$ cat src/rtl/fws_pkg.sv
package fws_pkg;

    localparam int CTRL_W   = 32;
    localparam int WS_W     = 4;
    localparam int WS_LSB   = 1;
    localparam int MODE_W   = 2;
    localparam int MODE_LSB = 16;
    localparam int CNT_W    = WS_W + 1;

    typedef enum logic [MODE_W-1:0] {
        RM_NO_PENALTY = 2'd0,
        RM_LOW_POWER  = 2'd1,
        RM_FIXED      = 2'd2,
        RM_RSVD       = 2'd3
    } rd_mode_e;

    typedef struct packed {
        rd_mode_e         mode;
        logic [WS_W-1:0]  ws;
    } fws_cfg_t;

    typedef enum logic [1:0] {
        ST_IDLE = 2'd0,
        ST_WAIT = 2'd1,
        ST_DONE = 2'd2
    } seq_st_e;

    // Extract the timing fields; the reserved policy folds onto policy 0.
    function automatic fws_cfg_t decode_ctl(input logic [CTRL_W-1:0] word);
        fws_cfg_t c;
        c.ws   = word[WS_LSB +: WS_W];
        c.mode = rd_mode_e'(word[MODE_LSB +: MODE_W]);
        if (c.mode == RM_RSVD) c.mode = RM_NO_PENALTY;
        return c;
    endfunction

    // Cycles to wait beyond the minimum single-cycle answer.
    function automatic logic [CNT_W-1:0] extra_waits(input fws_cfg_t c, input logic hit);
        logic [CNT_W-1:0] base;
        base = {1'b0, c.ws};
        unique case (c.mode)
            RM_LOW_POWER: extra_waits = hit ? '0 : base + CNT_W'(1);
            RM_FIXED:     extra_waits = base;
            default:      extra_waits = hit ? '0 : base;
        endcase
    endfunction

endpackage

$ cat src/rtl/fws_cfg_reg.sv
module fws_cfg_reg
    import fws_pkg::*;
(
    input  logic              clk,
    input  logic              rst,
    input  logic              wr_en,
    input  logic [CTRL_W-1:0] wr_data,
    output fws_cfg_t          cfg_o
);
    fws_cfg_t cfg_q;
    logic     unused_bits;

    assign unused_bits = ^wr_data;

    always_ff @(posedge clk) begin
        if (rst) begin
            cfg_q.mode <= RM_NO_PENALTY;
            cfg_q.ws   <= '0;
        end else if (wr_en) begin
            cfg_q <= decode_ctl(wr_data);
        end
    end

    assign cfg_o = cfg_q;
endmodule

$ cat src/rtl/fws_lat_calc.sv
module fws_lat_calc
    import fws_pkg::*;
(
    input  fws_cfg_t         cfg_i,
    input  logic             hit_i,
    output logic [CNT_W-1:0] extra_o
);
    always_comb begin
        extra_o = extra_waits(cfg_i, hit_i);
    end
endmodule

$ cat src/rtl/fws_timer.sv
module fws_timer
    import fws_pkg::*;
#(
    parameter int W = CNT_W
) (
    input  logic         clk,
    input  logic         rst,
    input  logic         start,
    input  logic [W-1:0] load_val,
    input  logic         is_miss,
    output logic         ready,
    output logic         done,
    output logic         strobe
);
    localparam logic [W-1:0] ONE = W'(1);

    seq_st_e      st_q;
    logic [W-1:0] cnt_q;
    logic         strobe_q;

    always_ff @(posedge clk) begin
        if (rst) begin
            st_q     <= ST_IDLE;
            cnt_q    <= '0;
            strobe_q <= 1'b0;
        end else begin
            strobe_q <= start && is_miss;
            unique case (st_q)
                ST_IDLE: if (start) begin
                    if (load_val == '0) begin
                        st_q <= ST_DONE;
                    end else begin
                        st_q  <= ST_WAIT;
                        cnt_q <= load_val - ONE;
                    end
                end
                ST_WAIT: begin
                    if (cnt_q == '0) st_q <= ST_DONE;
                    else             cnt_q <= cnt_q - ONE;
                end
                ST_DONE: st_q <= ST_IDLE;
                default: st_q <= ST_IDLE;
            endcase
        end
    end

    assign ready  = (st_q == ST_IDLE);
    assign done   = (st_q == ST_DONE);
    assign strobe = strobe_q;
endmodule

$ cat src/rtl/fws_seq.sv
module fws_seq
    import fws_pkg::*;
(
    input  logic              clk,
    input  logic              rst,
    input  logic              cfg_we,
    input  logic [CTRL_W-1:0] cfg_wdata,
    input  logic              req_valid,
    input  logic              req_hit,
    output logic              req_ready,
    output logic              rsp_valid,
    output logic              arr_rd
);
    fws_cfg_t         cfg_q;
    rd_mode_e         act_mode;
    logic [CNT_W-1:0] extra;
    logic             accept;
    logic             rdy;

    fws_cfg_reg i_cfg (
        .clk     (clk),
        .rst     (rst),
        .wr_en   (cfg_we),
        .wr_data (cfg_wdata),
        .cfg_o   (cfg_q)
    );

    fws_lat_calc i_lat (
        .cfg_i   (cfg_q),
        .hit_i   (req_hit),
        .extra_o (extra)
    );

    assign accept   = req_valid && rdy;
    assign act_mode = cfg_q.mode;

    fws_timer #(.W(CNT_W)) i_tmr (
        .clk      (clk),
        .rst      (rst),
        .start    (accept),
        .load_val (extra),
        .is_miss  (!req_hit),
        .ready    (rdy),
        .done     (rsp_valid),
        .strobe   (arr_rd)
    );

    assign req_ready = rdy;
endmodule

$ cat config.mk
export PLATFORM = sky130hd
export DESIGN_NAME = fws_seq
export DESIGN_NICKNAME = d
export VERILOG_FILES = /design/src/rtl/fws_pkg.sv /design/src/rtl/fws_cfg_reg.sv /design/src/rtl/fws_lat_calc.sv /design/src/rtl/fws_timer.sv /design/src/rtl/fws_seq.sv
export SDC_FILE = /design/constraint.sdc
export NUM_CORES = 1
export LEC_CHECK = 0
export BUFFER_PORTS_ARGS = -buffer_cell sky130_fd_sc_hd__clkbuf_2
export CORE_ASPECT_RATIO = 1.2
export CORE_UTILIZATION = 46
export DETAILED_ROUTE_END_ITERATION = 8
export PLACE_DENSITY = 0.78
export SKIP_CTS_REPAIR_TIMING = 1
export SYNTH_ARGS = -nofsm -noshare
export SYNTH_HDL_FRONTEND = slang
export SYNTH_HIERARCHICAL = 1
export SYNTH_SLANG_ARGS = --single-unit
$ cat constraint.sdc
create_clock -name clk -period 3.6 [get_ports clk]
set_input_delay 0.72 -clock clk [delete_from_list [all_inputs] [get_ports clk]]
set_output_delay 0.72 -clock clk [all_outputs]
set_load 0.01 [all_outputs]
==> results of run 1 <==
-- worst max-delay path: cells and delay by family, from the launching register on --
kind                     cells  cell delay [ps]
AO/OA/AOI/OAI                2              430
adder cells (fa/ha/maj)      1              380
buffers and inverters        1               50
flip-flops                   1              360
AND/OR/NAND/NOR              5             1500
-- cell usage in the layout, fill, tap and decap left out, drive strengths merged, types with 4 or more instances in the layout --
cell and instances:
nand3 7, a21oi 9, nand2 10, or4 4
nor2 15, nand2b 5, clkbuf 17, mux2i 5
inv 4, dfxtp 14, o21ai 5
-- state kept, by name, summed over array words and instances, names as in the netlist --
register	count
i_tmr/st_q	2
i_cfg/cfg_o	6
i_tmr/cnt_q	5
i_tmr/strobe	1
-- cell usage after synthesis (all sizes together) (2+ instances only) --
library cell  instances
ha                    3
a31oi                 2
o21ai                 5
nand2b                5
or4                   4
inv                   4
nand2                10
nand4b                2
a21oi                 9
nor2b                 3
nand3                 7
mux2i                 5
nor2                 15
nor4b                 2
and2                  2
dfxtp                14
buf                   3
nand3b                3
nor3                  2
-- worst paths after layout --
check                         startpoint  slack [ps]  depth (start not counted)                          end
min reg2reg  i_cfg/cfg_o[4]$_SDFFE_PP0P_         500                          2  i_cfg/cfg_o[4]$_SDFFE_PP0P_
max reg2reg  i_cfg/cfg_o[4]$_SDFFE_PP0P_         810                          9  i_tmr/cnt_q[3]$_SDFFE_PP0P_
min          i_cfg/cfg_o[4]$_SDFFE_PP0P_         500                          2  i_cfg/cfg_o[4]$_SDFFE_PP0P_
max          i_cfg/cfg_o[4]$_SDFFE_PP0P_         810                          9  i_tmr/cnt_q[3]$_SDFFE_PP0P_
-- metrics by stage --
stage | total power, mW | hold WS (ps) | setup slack (ps) | utilization, %
after detailed placement | 0.294 | 482 | 657 | 52.3
final | 0.408 | 496 | 814 | 54.2
after global routing | 0.434 | 519 | 651 | 54.2
after floorplan | 0.267 | 455 | 936 | -
after CTS | 0.409 | 495 | 830 | 54.2
after global placement | 0.287 | 464 | 679 | 52.3
-- cell type report --
type	instances	area, um2	area share, %
repair buffers	13	65.1	6.41
multi-input cells	91	594	58.6
inverters	4	15.0	1.48
well taps	19	23.8	2.34
flip-flops and latches	14	280	27.6
clock buffers	4	36.3	3.58
-- logic make-up (layout without fill, tap and decap cells) --
| group | Yosys count | after routing | synth area share (%) |
|---|---|---|---|
| AO/OA/AOI/OAI | 23 | 23 | 16.2 |
| adder cells (fa/ha/maj) | 3 | 3 | 4.05 |
| buffers and inverters | 8 | 21 | 5.67 |
| flip-flops | 14 | 14 | 30.2 |
| multiplexers | 5 | 5 | 5.40 |
| AND/OR/NAND/NOR | 60 | 60 | 38.5 |
-- power groups by stage --
| stage | combinational [mW] | sequential (mW) | clock [mW] |
|---|---|---|---|
| 2_1_floorplan | 0.0849 | 0.182 | 0 |
| 3_3_place_gp | 0.0999 | 0.187 | 0 |
| 3_5_place_dp | 0.105 | 0.188 | 0 |
| 4_1_cts | 0.106 | 0.185 | 0.119 |
| 5_1_grt | 0.118 | 0.188 | 0.128 |
| 6_report | 0.105 | 0.185 | 0.118 |
-- layer usage --
metal	vias to the layer above	wire (um)
met4	0	24
met3	3	59
li1	439	-
met5	-	0
met1	383	831
met2	17	1020
==> key figures, run 1 <==
Cells and area
  • Antenna diodes: 0
  • Final instance area: 1010 um2
  • Nets@finish: 167
  • Area growth from synthesis to final layout: 9.45%
  • Layout cell share with drive strength beyond 1: 20.6%
  • Non-Filler Instances: 145
  • # fillers: 193

GRT
  • Total GRT Usage: 19.8%
  • Gr busiest metal: met2
  • Met1 usage: 22.0%
  • Vias in the first global route: 836
  • Aggregate global routing overflow: 0
  • GR met3 Demand/Resource: 3.53%
  • Largest net degree at the start of global routing: 16
  • Global-route wire length before repair: 3380 um
  • Met2 Use GR: 37.6%
  • Initial antenna violation count: 0

Drt
  • Antenna viol nets, final: 0
  • DR iter-0 viols: 17
  • Drt pass-1 iters: 4
  • Total wire length: 1940 um
  • Number of remaining DRC errors: 0
  • Wire per inst: 13.3 um
  • Routed vias: 842
  • Vias per cell: 5.81

Run status
  • Outcome: finished clean

Die
  • Initial Utilization: 49.5%
  • Die ar.: 2200 um2
  • Core Area: 1870 um2
  • Io pins: 40
  • Chip width: 43.0 um
  • Num rows: 17
  • Die H: 51.2 um

Timing
  • Slew @ Worst Pin: 484 ps
  • Final setup viols: 0
  • Final period util: 77.4%
  • Worst Skew: 0.932 ps
  • Unrepaired setup endpoints after global routing: false
  • Max Fclk: 359 MHz
  • Min cycle time layout: 2790 ps
  • Slew Limit Fails: 0
  • Slew headroom: 67.4%
  • Hold Fails Final Rpt: 0
  • Total negative slack: 0 ps

Setup path
  • Max FO, Critical Path: 8
  • Crit end category: flop
  • CP Class: flop to flop
  • CP arrival: 3010 ps
  • CP max stage delay: 550 ps
  • Critical path's slowest cell: or4b_1
  • Worst EP required: 3830 ps
  • CP Launch Type: flop
  • Cell breakdown of the critical path: inv_1 -> ha_1 -> or4b_1 -> nand3_1 -> or4_4 -> nor2_1 -> o22a_4 -> or4_1 -> a31oi_1

Logic synthesis
  • Post-synth cell types: 37
  • Syn Inst Count: 113
  • Yosys warns: 6
  • Synth area leaders: dfxtp_1 30%, nor2_1 5.7%, mux2i_1 5.4%, a21oi_1 4.9%, ha_1 4.0%
  • Post-synth EDFFs: 0
  • Yosys reg bits: 14
  • Ys flop type: dfxtp_1
  • Seq/Total Area, Yosys: 30.2%
  • FFs w/ async S/R, synth: 0%
  • Top cell type by total area after synthesis: dfxtp_1
  • Post-synth top area share: 30.2%
  • Post-Syn Area: 927 um2
  • Syn avg cell area: 8.20 um2
  • Syn_nets: 153

Placement
  • Gpl congestion: 0.852
  • Placed cell count: 141
  • IO buf count: 13
  • Placement Cell Area: 978 um2
  • Final HPWL DP: 1510 um

Pwr
  • Maximum vdd ir drop: 0.181 mV
  • Switching share of power: 31.9%
  • Internal: 278 uW
  • Leakage: 0.410 nW
  • Power Dens Cells: 402 nW/um2
  • Clock share of power: 29.0%
  • Net Sw Power: 130 uW
  • Comb power frac: 25.7%
  • Reg power frac: 45.3%

Clocking
  • Worst-path clk slew: 90 ps
  • H-tree depth: 1
  • Sink Count: 14
  • Clk_lat worst skew: 290 ps
  • CTS tree: built
  • CTS Buffer Depth: 2
  • Cts bufs inserted: 3
  • Root buf cell: clkbuf_4

Min path
  • Hold Crit Class: flop to flop

Job
  • Max Cap Violations: 0
No activity file was read; power rests on OpenSTA's default activity.
==> run 2: changes to the inputs <==
clock period = 2.78 ns   (was 3.6 ns; I/O delays follow)
==> run 2 against run 1 <==
Sequential power up 29%. Clock power about the same. Cell area up 0.86%. Non-clock buffer count up 2. Clock skew up 4.6 ps. Register-to-register slack worse by 650 ps. First-iteration DRC count up 76%. Critical path type unchanged. Largest cell class unchanged.
==> key figures, run 2 (synthesis gave the netlist of run 1 again) <==
Run status
  • Outcome: finished clean

Cells and area
  • Nets@finish: 169
  • Layout cell share with drive strength beyond 1: 23.6%
  • Utilization after layout: 54.7%
  • Area growth from synthesis to final layout: 10.4%
  • Most common cell after layout, fill and taps aside: dfxtp_1
  • Antenna diodes: 0
  • # fillers: 180
  • Area of the multi-input gates: 602 um2
  • FF+latch area: 280 um2
  • Max reg flops: 6
  • Most frequent cells in the layout: 14 x dfxtp_1, 13 x nor2_1, 13 x clkbuf_2

Drt
  • Vias per cell: 6.06
  • Number of remaining DRC errors: 0
  • DR iter-0 viols: 30
  • Antenna viol nets, final: 0
  • Drt pass-1 iters: 4
  • Wire per inst: 13.5 um
  • Routed vias: 885
  • Total wire length: 1970 um

Setup path
  • CP Launch Type: flop
  • Max FO, Critical Path: 8
  • CP Class: flop to flop
  • Worst EP required: 2990 ps
  • Crit end category: flop
  • CP arrival: 2830 ps

Placement
  • Gpl congestion: 0.791
  • Final HPWL DP: 1440 um
  • Dpl ws: 111 ps
  • IO buf count: 13

Timing
  • Worst hold slack: 486 ps
  • Worst setup margin: 163 ps
  • Max Fclk: 382 MHz
  • Slew Limit Fails: 0
  • Min cycle time layout: 2620 ps
  • Worst Skew: 5.50 ps
  • Hold Fails Final Rpt: 0
  • Slew @ Worst Pin: 533 ps
  • Total negative slack: 0 ps
  • Unrepaired setup endpoints after global routing: false
  • Final period util: 94.2%
  • Slew headroom: 64.2%
  • Final setup viols: 0

Die
  • Initial Utilization: 49.5%
  • Chip width: 43.0 um
  • Die ar.: 2200 um2
  • Num rows: 17
  • Die H: 51.2 um
  • Io pins: 40
  • Core Area: 1870 um2

GRT
  • Global-route wire length before repair: 3370 um
  • Initial antenna violation count: 0
  • Vias in the first global route: 799
  • Total GRT Usage: 19.8%
  • Largest net degree at the start of global routing: 16
  • Aggregate global routing overflow: 0

Pwr
  • Net Sw Power: 161 uW
  • Leakage: 0.412 nW
  • Internal: 334 uW
  • Maximum vdd ir drop: 0.352 mV
  • Power Dens Cells: 484 nW/um2
  • Switching share of power: 32.6%
  • Comb power frac: 28.5%
  • Reg power frac: 48.3%
  • Clock share of power: 23.1%

Clocking
  • CTS Buffer Depth: 2
  • Root buf cell: clkbuf_4
  • CTS tree: built
  • Clk_lat worst skew: 280 ps
  • Worst-path clk slew: 90 ps
  • H-tree depth: 1
  • Cts bufs inserted: 3
  • Sink Count: 14

Min path
  • Hold Crit Class: flop to flop

Job
  • Max Cap Violations: 0
[run 2: final timing paths]
| kind | cells past startpoint | endpoint | slack (ps) | start |
|---|---|---|---|---|
| max reg2reg | 9 | i_tmr/cnt_q[3]$_SDFFE_PP0P_ | 160 | i_cfg/cfg_o[4]$_SDFFE_PP0P_ |
| min reg2reg | 2 | i_tmr/cnt_q[4]$_SDFFE_PP0P_ | 490 | i_tmr/cnt_q[4]$_SDFFE_PP0P_ |
| max | 9 | i_tmr/cnt_q[3]$_SDFFE_PP0P_ | 160 | i_cfg/cfg_o[4]$_SDFFE_PP0P_ |
| min | 2 | i_tmr/cnt_q[4]$_SDFFE_PP0P_ | 490 | i_tmr/cnt_q[4]$_SDFFE_PP0P_ |
[run 2: through the flow]
step	instances	power [mW]	instance area [um2]
global placement	143	0.375	993
floorplan	113	0.346	927
CTS	146	0.494	1020
detailed placement	143	0.381	993
finish	146	0.495	1020
global route	146	0.524	1020
[run 2: power by group through the flow]
stage | clock network, mW | registers, mW | logic [mW]
floorplan | 0 | 0.236 | 0.110
global placement | 0 | 0.243 | 0.133
detailed placement | 0 | 0.244 | 0.137
CTS | 0.116 | 0.239 | 0.138
global route | 0.124 | 0.243 | 0.157
finish | 0.115 | 0.239 | 0.141
[run 2: layout make-up]
class | count | area share (%)
clock buffers | 3 | 2.20
well taps | 19 | 2.32
inverters | 4 | 1.47
multi-input cells | 91 | 58.8
repair buffers | 15 | 7.82
flip-flops and latches | 14 | 27.4
[run 2: per-layer routing]
layer | global-route usage, % | routed length, um | up-vias
li1 | - | - | 438
met1 | 23.9 | 825 | 411
met2 | 34.1 | 1030 | 29
met3 | 2.47 | 77 | 7
met4 | 10.1 | 31 | 0
met5 | 0 | 0 | -
[run 2: worst max-delay path, cell delays in order, from the launching register on]
cell and delay, ps:
dfxtp_1 360, inv_1 60, ha_2 330, or4_1 540, nand3_1 150, or4_4 170, nor2_2 40, o22a_4 230
or4_1 490, a31oi_1 160
